### config.mk
export PLATFORM = sky130hd
export DESIGN_NAME = swfc_top
export DESIGN_NICKNAME = d
export VERILOG_FILES = /design/src/rtl/swfc_pkg.sv /design/src/rtl/swfc_cfg.sv /design/src/rtl/swfc_rxmatch.sv /design/src/rtl/swfc_txins.sv /design/src/rtl/swfc_top.sv
export SDC_FILE = /design/constraint.sdc
export NUM_CORES = 1
export LEC_CHECK = 0
export ABC_AREA = 0
export BUFFER_PORTS_ARGS = -buffer_cell sky130_fd_sc_hd__buf_2
export CAP_MARGIN = 25
export CORE_ASPECT_RATIO = 1.2
export CORE_MARGIN = 2
export CORE_UTILIZATION = 25
export CTS_BUF_LIST = sky130_fd_sc_hd__clkbuf_2
export DETAILED_ROUTE_END_ITERATION = 8
export GPL_ROUTABILITY_DRIVEN = 0
export GPL_TIMING_DRIVEN = 0
export PLACE_DENSITY = 0.48
export SETUP_SLACK_MARGIN = 0.3
export SLEW_MARGIN = 20
export SYNTH_ARGS = -nofsm -noshare
export SYNTH_HDL_FRONTEND = slang
export SYNTH_SLANG_ARGS = --single-unit
### constraint.sdc
create_clock -name clk -period 2.1 [get_ports clk]
set_clock_uncertainty 0.15 [all_clocks]
set_input_delay 0.105 -clock clk [delete_from_list [all_inputs] [get_ports clk]]
set_output_delay 0.105 -clock clk [all_outputs]
set_load 0.05 [all_outputs]
### src/rtl/swfc_pkg.sv
package swfc_pkg;
    // packed MSB first: alt_set is bit 4, rx_en is bit 0
    typedef struct packed {
        logic alt_set;
        logic tx_dual;
        logic tx_en;
        logic rx_dual;
        logic rx_en;
    } mode_t;

    typedef enum logic [1:0] {M_IDLE, M_OFF, M_ON} match_e;

    typedef enum logic [2:0] {S_IDLE, S_OFF1, S_OFF2, S_ON1, S_ON2} send_e;
endpackage

### src/rtl/swfc_cfg.sv
module swfc_cfg
    import swfc_pkg::*;
#(
    parameter int DW = 8,
    parameter logic [7:0] UNLOCK = 8'hBF
) (
    input  logic          clk,
    input  logic          rst_n,
    input  logic          we,
    input  logic [2:0]    addr,
    input  logic [DW-1:0] wdata,
    input  logic [7:0]    lcr,
    output logic [DW-1:0] xon1,
    output logic [DW-1:0] xon2,
    output logic [DW-1:0] xoff1,
    output logic [DW-1:0] xoff2,
    output mode_t         mode
);
    typedef struct packed {
        logic [DW-1:0] xon1;
        logic [DW-1:0] xon2;
        logic [DW-1:0] xoff1;
        logic [DW-1:0] xoff2;
        mode_t         mode;
    } cfg_t;

    cfg_t cfg_d, cfg_q;
    logic unused_wdata_hi;
    assign unused_wdata_hi = ^wdata[DW-1:5];

    always_comb begin
        cfg_d = cfg_q;
        if (we && lcr == UNLOCK) begin
            case (addr)
                3'd0: cfg_d.xon1  = wdata;
                3'd1: cfg_d.xon2  = wdata;
                3'd2: cfg_d.xoff1 = wdata;
                3'd3: cfg_d.xoff2 = wdata;
                3'd4: cfg_d.mode  = mode_t'(wdata[4:0]);
                default: ;
            endcase
        end
    end

    always_ff @(posedge clk or negedge rst_n) begin
        if (!rst_n) cfg_q <= '0;
        else        cfg_q <= cfg_d;
    end

    assign xon1  = cfg_q.xon1;
    assign xon2  = cfg_q.xon2;
    assign xoff1 = cfg_q.xoff1;
    assign xoff2 = cfg_q.xoff2;
    assign mode  = cfg_q.mode;
endmodule

### src/rtl/swfc_rxmatch.sv
module swfc_rxmatch
    import swfc_pkg::*;
#(
    parameter int DW = 8
) (
    input  logic          clk,
    input  logic          rst_n,
    input  mode_t         mode,
    input  logic [DW-1:0] xon1,
    input  logic [DW-1:0] xon2,
    input  logic [DW-1:0] xoff1,
    input  logic [DW-1:0] xoff2,
    input  logic          in_v,
    input  logic [DW-1:0] in_d,
    output logic          out_v,
    output logic [DW-1:0] out_d,
    output logic          pause
);
    typedef struct packed {
        match_e        st;
        logic [DW-1:0] held;
        logic          spill_v;
        logic [DW-1:0] spill_d;
        logic          ov;
        logic [DW-1:0] od;
        logic          pause;
    } rx_t;

    rx_t s_d, s_q;
    logic [DW-1:0] on_c, off_c;
    logic hit2;

    assign on_c  = mode.alt_set ? xon2  : xon1;
    assign off_c = mode.alt_set ? xoff2 : xoff1;

    always_comb begin
        s_d    = s_q;
        s_d.ov = 1'b0;
        hit2   = (s_q.st == M_OFF && in_d == xoff2) || (s_q.st == M_ON && in_d == xon2);
        if (!mode.rx_en) begin
            s_d.st      = M_IDLE;
            s_d.pause   = 1'b0;
            s_d.spill_v = 1'b0;
            if (in_v) begin
                s_d.ov = 1'b1;
                s_d.od = in_d;
            end
        end else begin
            if (s_q.spill_v) begin
                s_d.ov      = 1'b1;
                s_d.od      = s_q.spill_d;
                s_d.spill_v = 1'b0;
            end
            if (in_v) begin
                if (!mode.rx_dual) begin
                    s_d.st = M_IDLE;
                    if (in_d == off_c)     s_d.pause = 1'b1;
                    else if (in_d == on_c) s_d.pause = 1'b0;
                    else begin
                        s_d.ov = 1'b1;
                        s_d.od = in_d;
                    end
                end else if (hit2) begin
                    s_d.pause = (s_q.st == M_OFF);
                    s_d.st    = M_IDLE;
                end else begin
                    if (s_q.st != M_IDLE) begin
                        s_d.ov = 1'b1;
                        s_d.od = s_q.held;
                    end
                    if (in_d == xoff1) begin
                        s_d.st   = M_OFF;
                        s_d.held = in_d;
                    end else if (in_d == xon1) begin
                        s_d.st   = M_ON;
                        s_d.held = in_d;
                    end else begin
                        s_d.st = M_IDLE;
                        if (s_q.st != M_IDLE) begin
                            s_d.spill_v = 1'b1;
                            s_d.spill_d = in_d;
                        end else begin
                            s_d.ov = 1'b1;
                            s_d.od = in_d;
                        end
                    end
                end
            end
        end
    end

    always_ff @(posedge clk or negedge rst_n) begin
        if (!rst_n) s_q <= '{st: M_IDLE, default: '0};
        else        s_q <= s_d;
    end

    assign out_v = s_q.ov;
    assign out_d = s_q.od;
    assign pause = s_q.pause;
endmodule

### src/rtl/swfc_txins.sv
module swfc_txins
    import swfc_pkg::*;
#(
    parameter int DW = 8,
    parameter int LW = 6
) (
    input  logic          clk,
    input  logic          rst_n,
    input  mode_t         mode,
    input  logic [DW-1:0] xon1,
    input  logic [DW-1:0] xon2,
    input  logic [DW-1:0] xoff1,
    input  logic [DW-1:0] xoff2,
    input  logic [LW-1:0] level,
    input  logic [LW-1:0] trig_hi,
    input  logic [LW-1:0] trig_lo,
    input  logic          ack,
    output logic          req,
    output logic [DW-1:0] chr
);
    typedef struct packed {
        send_e st;
        logic  xoff_sent;
    } tx_t;

    tx_t t_d, t_q;

    always_comb begin
        t_d = t_q;
        if (!mode.tx_en) begin
            t_d.st        = S_IDLE;
            t_d.xoff_sent = 1'b0;
        end else begin
            case (t_q.st)
                S_IDLE: begin
                    if (!t_q.xoff_sent && level > trig_hi) begin
                        t_d.st        = S_OFF1;
                        t_d.xoff_sent = 1'b1;
                    end else if (t_q.xoff_sent && level < trig_lo) begin
                        t_d.st = S_ON1;
                    end
                end
                S_OFF1: if (ack) t_d.st = mode.tx_dual ? S_OFF2 : S_IDLE;
                S_OFF2: if (ack) t_d.st = S_IDLE;
                S_ON1: begin
                    if (ack) begin
                        t_d.st = mode.tx_dual ? S_ON2 : S_IDLE;
                        if (!mode.tx_dual) t_d.xoff_sent = 1'b0;
                    end
                end
                S_ON2: begin
                    if (ack) begin
                        t_d.st        = S_IDLE;
                        t_d.xoff_sent = 1'b0;
                    end
                end
                default: t_d.st = S_IDLE;
            endcase
        end
    end

    always_ff @(posedge clk or negedge rst_n) begin
        if (!rst_n) t_q <= '{st: S_IDLE, xoff_sent: 1'b0};
        else        t_q <= t_d;
    end

    assign req = (t_q.st != S_IDLE);

    always_comb begin
        case (t_q.st)
            S_OFF1:  chr = (mode.tx_dual || !mode.alt_set) ? xoff1 : xoff2;
            S_OFF2:  chr = xoff2;
            S_ON1:   chr = (mode.tx_dual || !mode.alt_set) ? xon1 : xon2;
            S_ON2:   chr = xon2;
            default: chr = '0;
        endcase
    end
endmodule

### src/rtl/swfc_top.sv
module swfc_top
    import swfc_pkg::*;
#(
    parameter int DW = 8,
    parameter int LW = 6,
    parameter logic [7:0] UNLOCK = 8'hBF
) (
    input  logic          clk,
    input  logic          rst_n,
    input  logic          cfg_we,
    input  logic [2:0]    cfg_addr,
    input  logic [DW-1:0] cfg_wdata,
    input  logic [7:0]    cfg_lcr,
    input  logic          rx_valid,
    input  logic [DW-1:0] rx_data,
    output logic          out_valid,
    output logic [DW-1:0] out_data,
    output logic          tx_pause,
    input  logic [LW-1:0] fifo_level,
    input  logic [LW-1:0] trig_hi,
    input  logic [LW-1:0] trig_lo,
    output logic          ins_req,
    output logic [DW-1:0] ins_char,
    input  logic          ins_ack
);
    logic [DW-1:0] xon1_w, xon2_w, xoff1_w, xoff2_w;
    mode_t         mode_w;

    swfc_cfg #(.DW(DW), .UNLOCK(UNLOCK)) u_cfg (
        .clk(clk), .rst_n(rst_n), .we(cfg_we), .addr(cfg_addr),
        .wdata(cfg_wdata), .lcr(cfg_lcr),
        .xon1(xon1_w), .xon2(xon2_w), .xoff1(xoff1_w), .xoff2(xoff2_w),
        .mode(mode_w)
    );

    swfc_rxmatch #(.DW(DW)) u_rx (
        .clk(clk), .rst_n(rst_n), .mode(mode_w),
        .xon1(xon1_w), .xon2(xon2_w), .xoff1(xoff1_w), .xoff2(xoff2_w),
        .in_v(rx_valid), .in_d(rx_data),
        .out_v(out_valid), .out_d(out_data), .pause(tx_pause)
    );

    swfc_txins #(.DW(DW), .LW(LW)) u_tx (
        .clk(clk), .rst_n(rst_n), .mode(mode_w),
        .xon1(xon1_w), .xon2(xon2_w), .xoff1(xoff1_w), .xoff2(xoff2_w),
        .level(fifo_level), .trig_hi(trig_hi), .trig_lo(trig_lo),
        .ack(ins_ack), .req(ins_req), .chr(ins_char)
    );
endmodule

### Yosys cells after proc, flatten, opt, wreduce, memory -nomap -nowiden

Index checks and enable logic that the tools add are counted.

* register bits after elaboration: 70
* word-level logic and storage cells: 119

* order comparisons: 2
* equal/unequal tests: 28
* mux-type cells: 43
* bitwise gates (word level): 3
* reduce and logical (&&, ||, !) cells: 25

Operators by type and width (count)
* 9-bit two-way mux: 8
* 8-bit == test: 6
* 8-bit two-way mux: 5
* 18-bit two-way mux: 2
* 8-bit one-hot mux with 4 select lines: 1
* 10-bit two-way mux: 3
* 29-bit two-way mux: 1
* 26-bit two-way mux: 1
* 17-bit two-way mux: 1
* 3-bit two-way mux: 5
* 3-bit inequality test, second input constant: 5
* 3-bit one-hot mux with 5 select lines: 1
* 5-bit AND reduction: 3
* 3-bit by 2-bit == test with 1-bit output, second input constant: 4
* 4-bit two-way mux: 3
* 2-bit two-way mux: 5
* 2-bit AND reduction: 5
* 8-bit == test, second input constant: 1
* 4-bit by 1-bit inequality test with 1-bit output, second input constant: 2
* 7-bit AND reduction: 1
* 3-bit by 1-bit == test with 1-bit output, second input constant: 2
* 3-bit == test, second input constant: 2
* 6-bit > comparator: 1
* 3-bit logical NOT: 2
* 15 further kinds: 31

### Logic depth before layout (Yosys ltp)

Gate-level depths: netlist (run 1).

* depth in word-level cells: 10
* gate-level depth with buffers: 9
* mapped depth without buffers: 9

### By module

A second synthesis (run 1) with hierarchy kept.

* cells, all modules: 442
* area total of the unflattened synthesis: 4953.5 um2

By module, submodules not included
* swfc_rxmatch: instances 1, cells an instance 250, area an instance 2464.9 um2
* swfc_cfg: instances 1, cells an instance 92, area an instance 1692.9 um2
* swfc_txins: instances 1, cells an instance 100, area an instance 795.8 um2

### Worst setup path before layout (run 1)

No wires, ideal clock.

* path type: reg-to-output
* from: register u_tx.t_q[2] in the netlist's numbering
* to: output port ins_char[0]
* arrival time: 2.150 ns
* slack: -0.305 ns
* stages on the path, launching flop included: 5
* path through: dfrtp_1 -> clkbuf_1 -> clkbuf_1 -> mux2i_1 -> o21ai_0

* cells in the longest elaborated chain, start to end: 2
* elaborated cells on any way between the ends: 5

Ends and longest elaborated chain
* start: declaration: line swfc_txins.sv:26 `tx_t t_d, t_q;`
* start signal: assignment: line swfc_txins.sv:63 `if (!rst_n) t_q <= '{st: S_IDLE, xoff_sent: 1'b0};`
* start signal: assignment: line swfc_txins.sv:64 `else t_q <= t_d;`
* 3-bit == test (tied with other cells): line swfc_txins.sv:70 `case (t_q.st)`
* 8-bit one-hot mux with 4 select lines *: line swfc_txins.sv:70
* end: declaration: line swfc_top.sv:23 `output logic [DW-1:0] ins_char,`

Every way passes the cells marked *; elsewhere a longest branch is shown, timed or not.

### Final worst setup path (run 1)

* from: register u_cfg.cfg_q (netlist bit u_cfg.xon1[1])
* to: register u_rx.s_q (netlist bit u_rx.out_d[6])

* cells in the longest elaborated chain, start to end: 7
* elaborated cells on any way between the ends: 11

Ends and longest elaborated chain
* start: declaration: line swfc_cfg.sv:27 `cfg_t cfg_d, cfg_q;`
* start signal: assignment: line swfc_cfg.sv:47 `else cfg_q <= cfg_d;`
* 8-bit two-way mux / 8-bit == test (equally long branches): line swfc_rxmatch.sv:33, swfc_rxmatch.sv:74
* 8-bit == test / 18-bit two-way mux (equally long branches): line swfc_rxmatch.sv:58, swfc_rxmatch.sv:74
* 9-bit two-way mux / 18-bit two-way mux (equally long branches): line swfc_rxmatch.sv:58, swfc_rxmatch.sv:71
* 9-bit two-way mux / 26-bit two-way mux (equally long branches): line swfc_rxmatch.sv:57, swfc_rxmatch.sv:63
* 10-bit two-way mux *: line swfc_rxmatch.sv:55 `if (!mode.rx_dual) begin`
* 29-bit two-way mux *: line swfc_rxmatch.sv:54 `if (in_v) begin`
* 10-bit two-way mux *: line swfc_rxmatch.sv:40 `if (!mode.rx_en) begin`
* end signal: assignment: line swfc_rxmatch.sv:93 `if (!rst_n) s_q <= '{st: M_IDLE, default: '0};`
* end signal: assignment: line swfc_rxmatch.sv:94 `else s_q <= s_d;`
* end: declaration: line swfc_rxmatch.sv:29 `rx_t s_d, s_q;`

Every way passes the cells marked *; elsewhere a longest branch is shown, timed or not. The select of a mux whose other input is x is not followed.
A chain may end at the register's enable or synchronous reset.

==> results of run 1 <==
[cell families after synthesis]
| kind of cell | count (synthesis) | synth area share (%) |
|---|---|---|
| AND/OR/NAND/NOR | 102 | 13.3 |
| adder cells (fa/ha/maj) | 11 | 3.14 |
| multiplexers | 76 | 18.9 |
| flip-flops | 70 | 39.9 |
| AO/OA/AOI/OAI | 74 | 12.1 |
| buffers and inverters | 49 | 5.50 |
| XOR/XNOR | 34 | 7.13 |
[final timing paths]
check                              startpoint            end  slack, ns  cells past startpoint
worst max-delay path            u_cfg.xon1[1]  u_rx.out_d[6]      -0.27                      7
worst min-delay path               rx_data[1]   u_rx.s_q[28]       0.02                      7
worst max register to register  u_cfg.xon1[1]  u_rx.out_d[6]      -0.27                      7
worst min register to register   u_rx.s_q[21]   u_rx.s_q[21]       0.38                      1
max in group asynchronous               rst_n    u_tx.t_q[1]       0.50                      5
min in group asynchronous               rst_n  u_cfg.xon2[6]       0.51                      4
[worst max-delay path, stage by stage, from the launching register on]
cell,delay [ns]
dfrtp_1,0.45
xnor2_2,0.14
nand2_2,0.10
or4_4,0.59
nor2b_4,0.17
and3_1,0.18
o31a_1,0.26
a221o_1,0.26
[sequential cells by signal, summed over array words and instances, names as in the netlist, 4 cells and up]
signal	flops
u_cfg.xoff1	8
u_cfg.mode	5
u_rx.s_q	19
u_rx.out_d	8
u_cfg.xon1	8
u_cfg.xon2	8
u_cfg.xoff2	8
u_tx.t_q	4
[power groups by stage]
stage / clock network (W) / registers, W / logic (W)
6_report: 0.000774 / 0.00139 / 0.000473
5_1_grt: 0.000866 / 0.00139 / 0.000516
3_3_place_gp: 0 / 0.00141 / 0.000387
2_1_floorplan: 0 / 0.00141 / 0.000251
4_1_cts: 0.000805 / 0.00139 / 0.000471
3_5_place_dp: 0 / 0.00141 / 0.000402
[timing repair]
action | CTS | global route
pin swaps | 14 | 11
hold endpoints to repair | 139 | 24
cloned | 2 | 0
hold buffers | 29 | 1
resized for setup | 84 | 11
setup buffers | 26 | 2
setup endpoints to repair | 39 | 38
[metal layers]
| metal | share of wire [%] | wire length, um |
|---|---|---|
| met4 | 0.96 | 122 |
| met2 | 54 | 6770 |
| met3 | 4.0 | 504 |
| met1 | 42 | 5250 |
| met5 | 0 | 0 |
[cell usage after synthesis (3+ instances only)]
master    number
clkbuf_1       7
and3_1         7
buf_2         10
nor3_1         7
nand3_1        6
mux2_1        16
a21o_1         7
and2_1         6
mux2_2        39
a21oi_1        6
nand4_1        7
mux2i_1       21
o21ai_0       16
a21boi_0       3
buf_4          8
a22oi_1        8
a222oi_1       3
inv_1         20
nand2_1       26
o211ai_1       5
xnor2_1       30
nand3b_1       6
o31ai_1        4
ha_1          11
dfrtp_1       70
nor2_1        13
o32ai_1        3
a32o_1         4
nand2b_1       6
[stage by stage]
stage / setup TNS (ns) / hold slack (ns)
6_report: -5.40 / 0.0154
3_3_place_gp: -8.55 / 0.231
5_1_grt: -9.44 / -0.0125
4_1_cts: -6.21 / -0.0209
3_5_place_dp: -7.21 / -0.114
2_1_floorplan: -0.703 / -0.341
[cell usage in the layout, fill, tap and decap left out, types with 10 or more instances in the layout]
master         instances
mux2_2                39
xnor2_2               12
mux2_4                16
clkbuf_2              10
nand2_1               22
inv_1                 19
dfrtp_1               67
dlygate4sd3_1         29
buf_2                 57
xnor2_1               20
buf_6                 20
mux2i_1               20
buf_4                 30
ha_1                  11
[layout make-up]
cell class              instances  share of cell area [%]
clock inverters                 6                   0.849
plain buffers                  28                    3.32
repair buffers                121                    15.5
multi-input cells             298                    45.3
inverters                      21                    1.31
flip-flops and latches         70                    28.4
clock buffers                  10                   0.809
well taps                     220                    4.45
==> impl_metrics.toml, run 1 <==
[run_status]
status = "complete, but fails checks"
failed_checks = "negative setup slack"

[layout]
antenna_cells = 0
seq_area_um2 = 1760
layoutNonFillerInstCount = 774
fillCellCount = 1787
drive_gt1_share_pct = 45.8
fin_area_um2 = 6190
multi_input_area_um2 = 2810
final_nets = 610
final_util_pct = 35.6
syn_to_final_growth_pct = 41.0

[clocking]
cts_htree_levels = 3
cts.clk_slew.worst_paths_ns = 0.20
cts.sinks = 70
clock_latency_ns = 0.57
cts_root_buf = "clkbuf_2"
cts_made_buffers = 9
clk_path_buf_depth = 2
cts_tree = "built"

[detailed_routing]
vias_per_cell = 4.75
wl_um = 12700
vias = 3675
drc = 0
drtAntennaViolNets = 0
drt_iter0_markers = 172
wl_per_cell_um = 16.3
drt_first_pass_iters = 4

[setup_path]
cp-end-kind = "flop"
critPathKind = "reg2reg"
critPathMaxFanout = 4
crit_required_ns = 2.43
start_kind = "flop"
arrival_ns = 2.71

[global_route]
grt_pass1_vias = 3876
grt_max_degree = 48
met2_usage_pct = 25.3
grtUsageMet3_pct = 3.55
gr-total-overflow = 0
antenna_found_initial = 0
grtUsageMet1_pct = 16.2
grt-busiest-layer = "met2"
grt_pass1_wl_um = 20600
grt_usage_pct = 14.0

[hold_path]
min_path_type = "in2reg"

[power]
p_leak_nw = 2.84
vdd_drop_max_mv = 0.202
power_w = 0.00264
clock_power_share_pct = 29.4
p_int_w = 0.00186
p_comb_share_pct = 17.9
seqPwrFrac_pct = 52.7
power_density_nw_per_um2 = 426
p_sw_share_pct = 29.6
switchingPower_w = 0.000781

[die]
placementRows = 53
die_w_um = 125
coreArea_um2 = 17400
num_io_pins = 69
die_h_um = 149
start_util_pct = 25.3
dieArea_um2 = 18600

[logic_synthesis]
synth.largest_area_cell = "dfrtp_1"
syn-num-nets = 477
synth_top_area_share_pct = 39.9
synth_edf_count = 0
yosys_warnings = 0
synth.area.top_cells = "dfrtp_1 40%, mux2_2 10%, xnor2_1 6.0%"
synth_area_um2 = 4390
syn_inst = 416
synth_ff_type = "dfrtp_1"
synth.distinct_cells = 59
ys_ff_latch = 70
synth.avg_cell_area_um2 = 10.5
ys_seq_area_share_pct = 39.9
async_reset_ff_share_pct = 100

[run]
drv_cap = 0

[placed_design]
dp.cells = 698
dpl_worst_slack_ns = -0.329
post-dp-hpwl_um = 8980
port_buffers = 60
place_area_um2 = 5140

[sta]
fmax_ghz = 0.422
hold_viol_final = 0
rsz0062_at_grt = "true"
relSlewSlack_pct = 53.1
worst_slew_pin_slew_ns = 0.703
slew_violations = 0
setup_viol = 32
worst_slack_ns = -0.272
period_minus_slack_ns = 2.37
min_period_over_period_pct = 113
No activity file was read; power rests on OpenSTA's default activity.
==> inputs of run 2 (changes only) <==
Settings changed: MAX_ROUTING_LAYER set to met4, PLACE_DENSITY 0.48 to unset.
==> impl_metrics.toml, run 2 (synthesized netlist as in run 1, its figures left out) <==
[run_status]
status = "complete, but fails checks"
failed_checks = "negative hold slack, negative setup slack"

[layout]
layout.cells.most_common = "dfrtp_1"
largest_register = "u_rx.s_q"
drive_gt1_share_pct = 44.6
mostFrequentLayoutCells = "69 x dfrtp_1, 56 x buf_2, 39 x mux2_2, 33 x buf_4, 31 x dlygate4sd3_1"
final_nets = 614
fin_area_um2 = 6200
largest_reg_flops = 19
syn_to_final_growth_pct = 41.3
antenna_cells = 0
fillCellCount = 1742

[detailed_routing]
wl_um = 12800
drtAntennaViolNets = 0
vias = 3733
drt_iter0_markers = 275
drc = 0
drt_first_pass_iters = 4
wl_per_cell_um = 16.4
vias_per_cell = 4.80

[die]
dieArea_um2 = 18600
coreArea_um2 = 17400
die_w_um = 125
die_h_um = 149
start_util_pct = 25.3
placementRows = 53
num_io_pins = 69

[placed_design]
place_area_um2 = 5140
dpl_worst_slack_ns = -0.303
post-dp-hpwl_um = 8720
port_buffers = 60

[power]
power_density_nw_per_um2 = 427
p_leak_nw = 2.85
power_w = 0.00265
vdd_drop_max_mv = 0.194

[sta]
min_period_over_period_pct = 113
hold_viol_final = 1
worst_slack_ns = -0.265
setup_viol = 34
rsz0062_at_grt = "true"
slew_violations = 0
period_minus_slack_ns = 2.36
relSlewSlack_pct = 38.3
worst_slew_pin_slew_ns = 0.923
whs_ns = -0.00714
setup_tns_ns = -5.82
fmax_ghz = 0.423

[setup_path]
crit_required_ns = 2.42
critPathLaunch = "u_cfg.xoff1[7]"
reg2regPathDepth = 7
slowest_stage = "dfrtp_1"
reg2reg_from = "u_cfg.xoff1[7]"
path_cells = "xnor2_2 > nand4_1 > o211ai_1 > o221ai_2 > and2_1 > buf_6 > a221o_1"
reg2reg_slack_ns = -0.26
arrival_ns = 2.68
cp-end-kind = "flop"
r2r_end = "u_rx.out_d[6]"
max_stage_delay_ns = 0.47
start_kind = "flop"
critPathKind = "reg2reg"
critPathMaxFanout = 8

[clocking]
holdBufCountCts = 31
cts_root_buf = "clkbuf_2"
cts_tree = "built"
cts.clk_slew.worst_paths_ns = 0.22
cts_htree_levels = 3
clock_latency_ns = 0.57
cts_made_buffers = 9
cts.sinks = 70
clk_path_buf_depth = 2

[global_route]
gr-total-overflow = 0
grt_max_degree = 51
antenna_found_initial = 0
grt_pass1_wl_um = 20900
grt_usage_pct = 14.4
grt_pass1_vias = 4007

[hold_path]
hold_end = "u_rx.s_q[27]"
worstHoldPathCells = 6
min_path_type = "in2reg"
worstHoldStart = "rx_data[1]"

[run]
drv_cap = 0
[run 2: cell types whose count changed in the layout (fill, tap and decap cells not counted), moves of 2 or more]
cell           before  now
clkinvlp_4          0    2
buf_4              30   33
xnor2_1            20   22
xnor2_2            12   10
clkinv_2            3    0
dfrtp_2             3    1
dfrtp_1            67   69
dlygate4sd3_1      29   31
[run 2: timing repair]
item | in CTS | in global routing
pin swaps | 13 | 14
setup endpoints to repair | 38 | 39
cloned | 1 | 0
gates resized for setup | 67 | 20
endpoints found under the hold margin | 139 | 1
buffers inserted | 27 | 5
[run 2: report_power, final]
group	internal [W]	switching, W
sequential	0.00137	0.0000185
clock	0.000264	0.000524
combinational	0.000218	0.000253
total	0.00185	0.000795
[run 2: area by class of cell]
| class | instances | area (um^2) | share of cell area, % |
|---|---|---|---|
| Clock buffer | 9 | 45.0 | 0.726 |
| Sequential cell | 70 | 1750 | 28.3 |
| Timing Repair Buffer | 125 | 1010 | 16.3 |
| Multi-Input combinational cell | 298 | 2770 | 44.6 |
| Tap cell | 220 | 275 | 4.44 |
| Inverter | 21 | 78.8 | 1.27 |
| Buffer | 28 | 208 | 3.35 |
| Clock inverter | 7 | 65.1 | 1.05 |
[run 2: routing by layer]
| metal | share of wire, % | vias to the layer above | global-route usage (%) |
|---|---|---|---|
| met3 | 4.5 | 16 | 3.41 |
| met5 | 0 | - | - |
| met2 | 54 | 78 | 25.9 |
| li1 | - | 1780 | - |
| met1 | 41 | 1859 | 16.2 |
| met4 | 1.3 | 0 | 3.94 |
[run 2: critical path: cells and delay by family, from the launching register on]
family	cells	cell delay, ns
buffers and inverters	1	0.14
DFF	1	0.47
xor gates and xnor gates	1	0.17
AOI/OAI and AO/OA	3	0.91
and+or+nand+nor	2	0.42
[run 2: per-stage QoR]
stage	cells	util, %
floorplan	416	-
CTS	773	34.8
detailed placement	698	29.6
global placement	696	29.4
global route	778	35.7
finish	778	35.7
[run 2: worst max-delay path by stage]
stage                    end  slack (ns)  depth (start not counted)
2_1_floorplan  u_rx.out_d[3]       -0.14                          7
3_3_place_gp   u_cfg.mode[2]       -0.43                          4
3_5_place_dp    u_rx.s_q[12]       -0.30                          8
4_1_cts        u_rx.out_d[3]       -0.25                          7
5_1_grt        u_rx.out_d[3]       -0.33                          7
6_report       u_rx.out_d[6]       -0.26                          7
==> inputs of run 3 (changes only) <==
Settings changed: REMOVE_ABC_BUFFERS set to 1.
==> impl_metrics.toml, run 3 (synthesized netlist as in run 1, its figures left out) <==
[layout]
final_nets = 597
drive_gt1_share_pct = 46.6
fillCellCount = 1711
syn_to_final_growth_pct = 38.6
layout.cells.most_common = "dfrtp_1"
layoutNonFillerInstCount = 761
mostFrequentLayoutCells = "67 x dfrtp_1, 59 x buf_2, 39 x mux2_2, 27 x buf_4, 24 x xnor2_1"
largest_reg_flops = 19
largest_register = "u_rx.s_q"

[clocking]
cts.sinks = 70
clock_latency_ns = 0.52
cts_tree = "built"
cts_htree_levels = 3
cts_made_buffers = 9
cts_root_buf = "clkbuf_2"
clk_path_buf_depth = 2
cts.clk_slew.worst_paths_ns = 0.21

[power]
power_density_nw_per_um2 = 421
p_comb_share_pct = 16.8
p_sw_share_pct = 28.8
clock_power_share_pct = 28.8
switchingPower_w = 0.000737
seqPwrFrac_pct = 54.4
vdd_drop_max_mv = 0.266
p_int_w = 0.00182
p_leak_nw = 2.80

[setup_path]
crit_required_ns = 2.37
critPathTopFamily = "simple AND/OR/NAND/NOR gates"
arrival_ns = 2.67
critPathMaxFanout = 6
max_stage_delay_ns = 0.48
cp_num_buf_inv = 0
cp-end-kind = "flop"
slowest_stage = "or4_4"
critPathKind = "reg2reg"
path_cells = "xnor2_2 > nand4_1 > or4_4 > nor2b_4 > and3_1 > o31a_1 > a221o_1"
start_kind = "flop"

[run]
drv_cap = 0

[detailed_routing]
wl_per_cell_um = 16.6
drt_iter0_markers = 274
vias_per_cell = 4.92
vias = 3744
wl_um = 12600
drtAntennaViolNets = 0
drc = 0
drt_first_pass_iters = 4

[global_route]
grt_pass1_wl_um = 20000
grt_usage_pct = 13.8
grt_pass1_vias = 3955
antenna_found_initial = 2
gr-total-overflow = 0
grt_max_degree = 41

[sta]
min_period_over_period_pct = 115
period_minus_slack_ns = 2.41
relSlewSlack_pct = 50.1
worst_slack_ns = -0.307
hold_viol_final = 0
worst_slew_pin_slew_ns = 0.745
setup_tns_ns = -5.76
rsz0062_at_grt = "true"
fmax_ghz = 0.415
setup_viol = 35
slew_violations = 0

[placed_design]
dp.cells = 678
post-dp-hpwl_um = 8530
port_buffers = 68

[die]
die_h_um = 149
die_w_um = 125
start_util_pct = 25.3
num_io_pins = 69
coreArea_um2 = 17400
dieArea_um2 = 18600
placementRows = 53

[run_status]
status = "complete, but fails checks"
failed_checks = "negative setup slack"

[hold_path]
min_path_type = "in2reg"
run 3: changes by cell type in the layout (fill, tap and decap cells not counted), moves of 2 or more:
cell / change
and3_1: -2
and3_4: +2
buf_2: +3
buf_4: -6
buf_6: +3
buf_8: -2
clkbuf_1: -4
clkinvlp_4: -2
dfrtp_1: -2
diode_2: +2
dlygate4sd3_1: -8
xnor2_1: +2
xnor2_2: -2
run 3: worst paths after layout:
check	from	to	slack, ns	depth (start not counted)
min in group asynchronous	rst_n	u_rx.out_v	0.42	3
max	u_cfg.xon1[2]	u_rx.out_d[3]	-0.31	7
max reg2reg	u_cfg.xon1[2]	u_rx.out_d[3]	-0.31	7
min reg2reg	u_rx.s_q[21]	u_rx.s_q[21]	0.37	1
min	cfg_lcr[3]	u_cfg.mode[1]	0.01	5
max in group asynchronous	rst_n	u_tx.t_q[2]	0.77	4
run 3: timing repair:
item,in CTS,in global routing
cloned,1,0
gates resized for setup,94,45
hold endpoints to repair,140,0
pin swaps,28,33
buffers inserted,26,17
setup endpoints to repair,38,39
hold buffers,23,0
run 3: worst register-to-register path: stages (launching register included):
cell	delay, ns
dfrtp_1	0.46
xnor2_2	0.16
nand4_1	0.18
or4_4	0.48
nor2b_4	0.18
and3_1	0.20
o31a_1	0.27
a221o_1	0.25
run 3: area by class of cell:
cell class,count,area [um^2],share of cell area (%)
multi-input combinational,298,2800,46.0
sequential,70,1760,28.9
timing repair buffer,136,1070,17.6
tap,220,275,4.53
inverter,21,78.8,1.30
clock buffer,11,55.1,0.906
clock inverter,3,37.5,0.617
antenna,2,5.00,0.0823
run 3: power groups by stage:
stage	clock [W]	combinational, W	sequential, W
final	0.000737	0.000431	0.00139
after global routing	0.000816	0.000472	0.00140
after CTS	0.000750	0.000421	0.00139
after global placement	0	0.000346	0.00141
after detailed placement	0	0.000365	0.00141
after floorplan	0	0.000145	0.00146
run 3: metal layers:
metal | vias up | GRT usage, % | share of wire [%]
met1 | 1870 | 15.7 | 41
li1 | 1747 | - | -
met5 | - | - | 0
met2 | 101 | 23.7 | 52
met4 | 0 | 5.50 | 2.4
met3 | 26 | 2.98 | 4.3
run 3: through the flow:
step	instance area, um^2	power (W)	util (%)	hold WS, ns	worst slack, ns
floorplan	4230	0.00161	-	-0.341	-0.144
global placement	4840	0.00176	27.9	0.218	-0.466
detailed placement	4870	0.00178	28.1	-0.0673	-0.490
CTS	5740	0.00256	33.1	0.0108	-0.280
global route	6080	0.00268	35.0	0.0431	-0.404
finish	6080	0.00256	35.0	0.0130	-0.307
